$ cat config.mk
export PLATFORM = sky130hd
export DESIGN_NAME = mcycle_seq
export DESIGN_NICKNAME = d
export VERILOG_FILES = /design/src/rtl/mcycle_seq.sv
export SDC_FILE = /design/constraint.sdc
export NUM_CORES = 1
export LEC_CHECK = 0
export BUFFER_PORTS_ARGS = -buffer_cell sky130_fd_sc_hd__buf_2
export CAP_MARGIN = 20
export CORE_AREA = 8 8 45 47
export DETAILED_ROUTE_END_ITERATION = 10
export DIE_AREA = 0 0 53 55
export SLEW_MARGIN = 20
export SYNTH_ARGS = -nofsm -noshare
export SYNTH_HDL_FRONTEND = slang
export SYNTH_SLANG_ARGS = --single-unit
$ cat constraint.sdc
create_clock -name clk -period 2.6 [get_ports clk]
set_input_delay 0.13 -clock clk [delete_from_list [all_inputs] [get_ports clk]]
set_output_delay 0.13 -clock clk [all_outputs]
set_load 0.03 [all_outputs]
$ cat src/rtl/mcycle_seq.sv
module mcycle_seq (
  input  logic       clk,
  input  logic       rst,
  input  logic [1:0] cyc_sel,
  output logic [5:0] state_oh,
  output logic       phase,
  output logic [1:0] mcyc,
  output logic       fetch_stb,
  output logic       acc_to_tmp,
  output logic       ram_acc,
  output logic       jmp_calc,
  output logic       pc_inc,
  output logic       opnd_lat,
  output logic       alu_wb,
  output logic       instr_done
);

  localparam int NST = 6;
  localparam int MCW = 2;

  logic [NST-1:0] st_q;
  logic           ph_q;
  logic [MCW-1:0] mc_q;
  logic [MCW-1:0] last_q;
  logic [MCW-1:0] sel_last;

  wire first_clk = st_q[0] & ~ph_q & (mc_q == '0);
  wire end_mc    = st_q[NST-1] & ph_q;
  wire first_mc  = (mc_q == '0);

  always_comb begin
    case (cyc_sel)
      2'b00:   sel_last = 2'd0;
      2'b01:   sel_last = 2'd1;
      default: sel_last = 2'd3;
    endcase
  end

  always_ff @(posedge clk) begin
    if (rst) begin
      st_q   <= NST'(1);
      ph_q   <= 1'b0;
      mc_q   <= '0;
      last_q <= '0;
    end else begin
      ph_q <= ~ph_q;
      if (ph_q) st_q <= {st_q[NST-2:0], st_q[NST-1]};
      if (first_clk) last_q <= sel_last;
      if (end_mc) mc_q <= (mc_q == last_q) ? '0 : MCW'(mc_q + 1'b1);
    end
  end

  assign state_oh   = st_q;
  assign phase      = ph_q;
  assign mcyc       = mc_q;
  assign fetch_stb  = (st_q[0] | st_q[3]) & ~ph_q;
  assign acc_to_tmp = first_mc & st_q[1] & ph_q;
  assign ram_acc    = first_mc & st_q[2] & ph_q;
  assign jmp_calc   = ~first_mc & st_q[1] & ph_q;
  assign pc_inc     = ~first_mc & st_q[2] & ph_q;
  assign opnd_lat   = st_q[4] & ph_q;
  assign alu_wb     = end_mc;
  assign instr_done = end_mc & (mc_q == last_q);


  state_onehot_chk: assert property (@(posedge clk) disable iff (rst)
    $countones(state_oh) == 1);


  phase_rise_chk: assert property (@(posedge clk) disable iff (rst)
    !phase |=> phase);


  state_hold_chk: assert property (@(posedge clk) disable iff (rst)
    !phase |=> $stable(state_oh));


  state_wrap_chk: assert property (@(posedge clk) disable iff (rst)
    (phase && state_oh[5]) |=> state_oh[0]);


  fetch_slot_chk: assert property (@(posedge clk) disable iff (rst)
    fetch_stb |-> (!phase && (state_oh[0] || state_oh[3])));


  mcyc_bound_chk: assert property (@(posedge clk) disable iff (rst)
    mc_q <= last_q);


  done_restart_chk: assert property (@(posedge clk) disable iff (rst)
    instr_done |=> (state_oh[0] && !phase && mcyc == 2'd0));


  done_slot_chk: assert property (@(posedge clk) disable iff (rst)
    instr_done |-> (state_oh[5] && phase));

endmodule

==> Yosys cells after proc, flatten, opt, wreduce, memory -nomap -nowiden <==
Cells that the tools add are included.
{ "classes": {"n_reduce_logical": 2, "n_mux": 2, "add_sub_neg": 1, "bitwise_logic": 17, "n_eq_ne": 2} }
{ "op_table": {"columns": ["op", "n"], "rows": [
  ["bitwise AND 1 bit", 14],
  ["zero test 2 bit", 2],
  ["case mux 2 bit (2 select lines)", 1],
  ["adder 2 x 1 -> 2 bit (second input constant)", 1],
  ["== test 2 x 1 -> 1 bit (second input constant)", 1],
  ["== test 2 bit", 1],
  ["2-to-1 mux 2 bit", 1],
  ["inverter 1 bit", 2],
  ["bitwise OR 1 bit", 1]
]} }
{ "word_totals": {"register_bits": 11, "wordCells": 28, "inputBits": 4} }

==> Logic depth before layout (Yosys ltp) <==
{ "logic_depth": {"ltp_word": 4, "depth_mapped": 5, "mapped_depth_nobuf": 5} }

==> Worst setup path before layout <==
Ideal clock, no wire load.
{ "synth_path": {"kind": "reg2reg", "start": "register ph_q, in the netlist phase", "end": "register mc_q[0], in the netlist mcyc[0]", "synth_period_minus_slack_ps": 1454, "setup_ps": 146, "slack_ps": 1146, "path_buffers": 0, "arrival_ps": 1308, "stages_incl_launch_ff": 4, "path_cell_list": "dfxtp_1 > nand2_2 > nor3_2 > nor3_1"} }
{ "synth_between": {"elab_chain_cells": 1} }
{ "synth_rtl": {"columns": ["element", "line_no", "text"], "rows": [
  ["start: declaration", "22", "logic ph_q;"],
  ["start signal: assignment", "46", "ph_q <= ~ph_q;"],
  ["bitwise AND 1 bit", "28", "wire end_mc = st_q[NST-1] & ph_q;"],
  ["end signal: assignment", "49", "if (end_mc) mc_q <= (mc_q == last_q) ? '0 : MCW'(mc_q + 1'b1);"],
  ["end: declaration", "23", "logic [MCW-1:0] mc_q;"]
]} }
Every way passes these cells.
A chain may end at the register's enable or synchronous reset.

==> Worst setup path after layout <==
{ "layout_path": {"start": "register ph_q, in the netlist phase", "end": "output port instr_done"} }
{ "layout_between": {"elab_chain_cells": 2} }
{ "layout_rtl": {"columns": ["element", "line_no", "text"], "rows": [
  ["bitwise AND 1 bit", "28", null],
  ["bitwise AND 1 bit", "63", "assign instr_done = end_mc & (mc_q == last_q);"],
  ["end: declaration", "15", "output logic instr_done"]
]} }
Every way passes these cells.

==> out/metrics.yaml <==
sta:
  setup_viol: 0
  final.setup.tns_ps: 0
  fin_crit_sh_pct: 62.9
  finalHoldViolCount: 0
  relSlewSlack_pct: 72.6
  tightest_slew_ps: 411
  clock.fmax_mhz: 611
  skew_ps: 3.93
  slew_violations: 0
  fin_hold_ws_ps: 128
  fin_crit_ps: 1640
  rsz0062_at_grt: "no"
clock_tree:
  cts_setup_buffers: 0
  numClockSinks: 11
  htreeDepth: 1
  clockRootBuffer: "clkbuf_4"
  clockBufferDepth: 2
  hold_buffers: 0
  path_clk_slew_ps: 60
  cts-buffers-inserted: 3
  clock_latency_ps: 260
  cts_tree: "done"
  cts_resized: 0
worst_setup_path:
  slowest_stage: "dfxtp_1"
  cp_cell_sequence: "nand2_2, nor3_2, buf_2"
  critPathLaunchType: "flip-flop"
  critPathArrivalTime_ps: 1510
  cpPeakStageDelay_ps: 570
  critPathCaptureType: "primary output"
  worst-setup-path-type: "reg2out"
  required_ps: 2470
  path_max_fanout: 13
floorplanning:
  coreArea_um2: 1380
  io_pins: 21
  dieHeight_um: 55
  row_count: 14
  initial_core_util_pct: 35.1
  die_w_um: 53
  dieArea_um2: 2920
route:
  wl_per_cell_um: 11.5
  drt-initial-drc-count: 2
  drtAntennaViolNets: 0
  via_per_inst: 4.49
  first_pass_iters: 2
  routed_wl_um: 1070
  vias: 418
  route.detailed.drc: 0
pwr:
  total_power_w: 0.000343
  powerDensity_nw_per_um2: 552
  p_leak_nw: 0.332
  ir_drop_uv: 270
synth:
  synth_cell_types: 18
  ys_async_sr_fraction_pct: 0
  synth_top_family_by_area: "simple AND/OR/NAND/NOR gates"
  ys_seq_area_share_pct: 45.4
  synth_compound_area_share_pct: 6.70
  netlist_area_um2: 485
  synthAdderAreaFrac_pct: 5.15
  avgSynthCellArea_um2: 8.83
  synth.area.top_cells: "dfxtp_1, nor2_1, mux2i_1"
  synthCells: 55
  yosys.area.top_type: "dfxtp_1"
  synth_xor_area_share_pct: 5.41
  synth-simple-area-share_pct: 23.7
  ys_seq_elements: 11
  synth_top_area_share_pct: 45.4
  ys.flop_type: "dfxtp_1"
  synth_fp_nets: 61
  synth_edf_count: 0
  synthMuxAreaShare_pct: 8.25
  yosysWarnings: 0
  yosys-top-cells-count: "dfxtp_1, nor2_1, nand2_1"
layout:
  final_nets: 84
  area_growth_pct: 27.8
  drive_gt1_share_pct: 35.1
  antennaDiodeCount: 0
  fin_util_pct: 44.8
hold_path:
  hold_path.class: "in2reg"
placement:
  dpl.hpwl_um: 861
  gp_congestion: 0.796
  port_buffers: 20
global_routing:
  grt-ovfl-total: 0
  grt_use_total_pct: 8.22
  grt_pass1_vias: 397
  grt_first_pass_wirelength_um: 1730
  grt_max_degree: 14
  antenna_found_initial: 0
run_status:
  status: "completed"
job:
  cap_violations: 0
worst max-delay path: cells and delay by family, from the launching register on:
kind / cells / cell delay [ps]
flip-flops: 1 / 570
AND/OR/NAND/NOR: 2 / 440
buffers and inverters: 1 / 240
kinds of logic (layout without fill, tap and decap cells):
| family | count (synthesis) | count (layout) |
|---|---|---|
| simple gates | 24 | 24 |
| flops | 11 | 11 |
| buf+inv | 6 | 28 |
| compound gates | 5 | 5 |
| mux | 4 | 4 |
| xor+xnor | 3 | 3 |
| fa+ha+maj | 2 | 2 |
flip-flops by register name, summed over array words and instances, names as in the netlist:
signal and count:
state_oh 6, last_q 2, phase 1, mcyc 2
per-layer routing:
layer	routed length (um)	global-route usage (%)	up-vias
met3	83	4.28	2
met5	0	0	-
met2	540	14.8	11
met4	27	5.17	0
met1	416	7.06	182
li1	-	-	223
layout by cell type (no fill, tap or decap):
cell type,Yosys,final
nor3_1,2,2
a21oi_1,4,4
clkbuf_1,1,1
ha_1,2,2
xor2_1,2,2
mux2i_1,4,4
and3b_2,1,1
and3_1,2,2
nand2_2,1,1
inv_1,4,4
a211oi_2,1,1
nor2_1,11,11
and2_1,1,1
clkbuf_4,0,3
buf_2,0,20
nor3_2,1,1
dfxtp_1,11,11
nand2_1,5,5
xnor2_1,1,1
power by group:
group	switching (W)	total, W	internal (W)
sequential	0.00000898	0.000185	0.000176
clock	0.0000518	0.000111	0.0000593
combinational	0.0000298	0.0000464	0.0000166
per-stage QoR:
step | cells | instance area [um^2] | worst slack, ps
floorplan | 55 | 485 | 1150
global placement | 89 | 594 | 1300
detailed placement | 89 | 594 | 1230
CTS | 93 | 621 | 939
global route | 93 | 621 | 802
finish | 93 | 621 | 964
area by class of cell:
cell class              instances  area, um^2
repair buffers                 20         100
multi-input cells              38         239
flip-flops and latches         11         220
well taps                      16        20.0
fillers                       152         763
clock buffers                   4        26.3
inverters                       4        15.0
final timing paths:
check              start          end  slack, ps  depth (start not counted)
min           cyc_sel[1]    last_q[1]        130                          3
max reg2reg      mcyc[0]    last_q[1]       1320                          5
max                phase   instr_done        960                          3
min reg2reg  state_oh[2]  state_oh[2]        490                          2
Note: power is estimated with default switching activity, not from simulation.
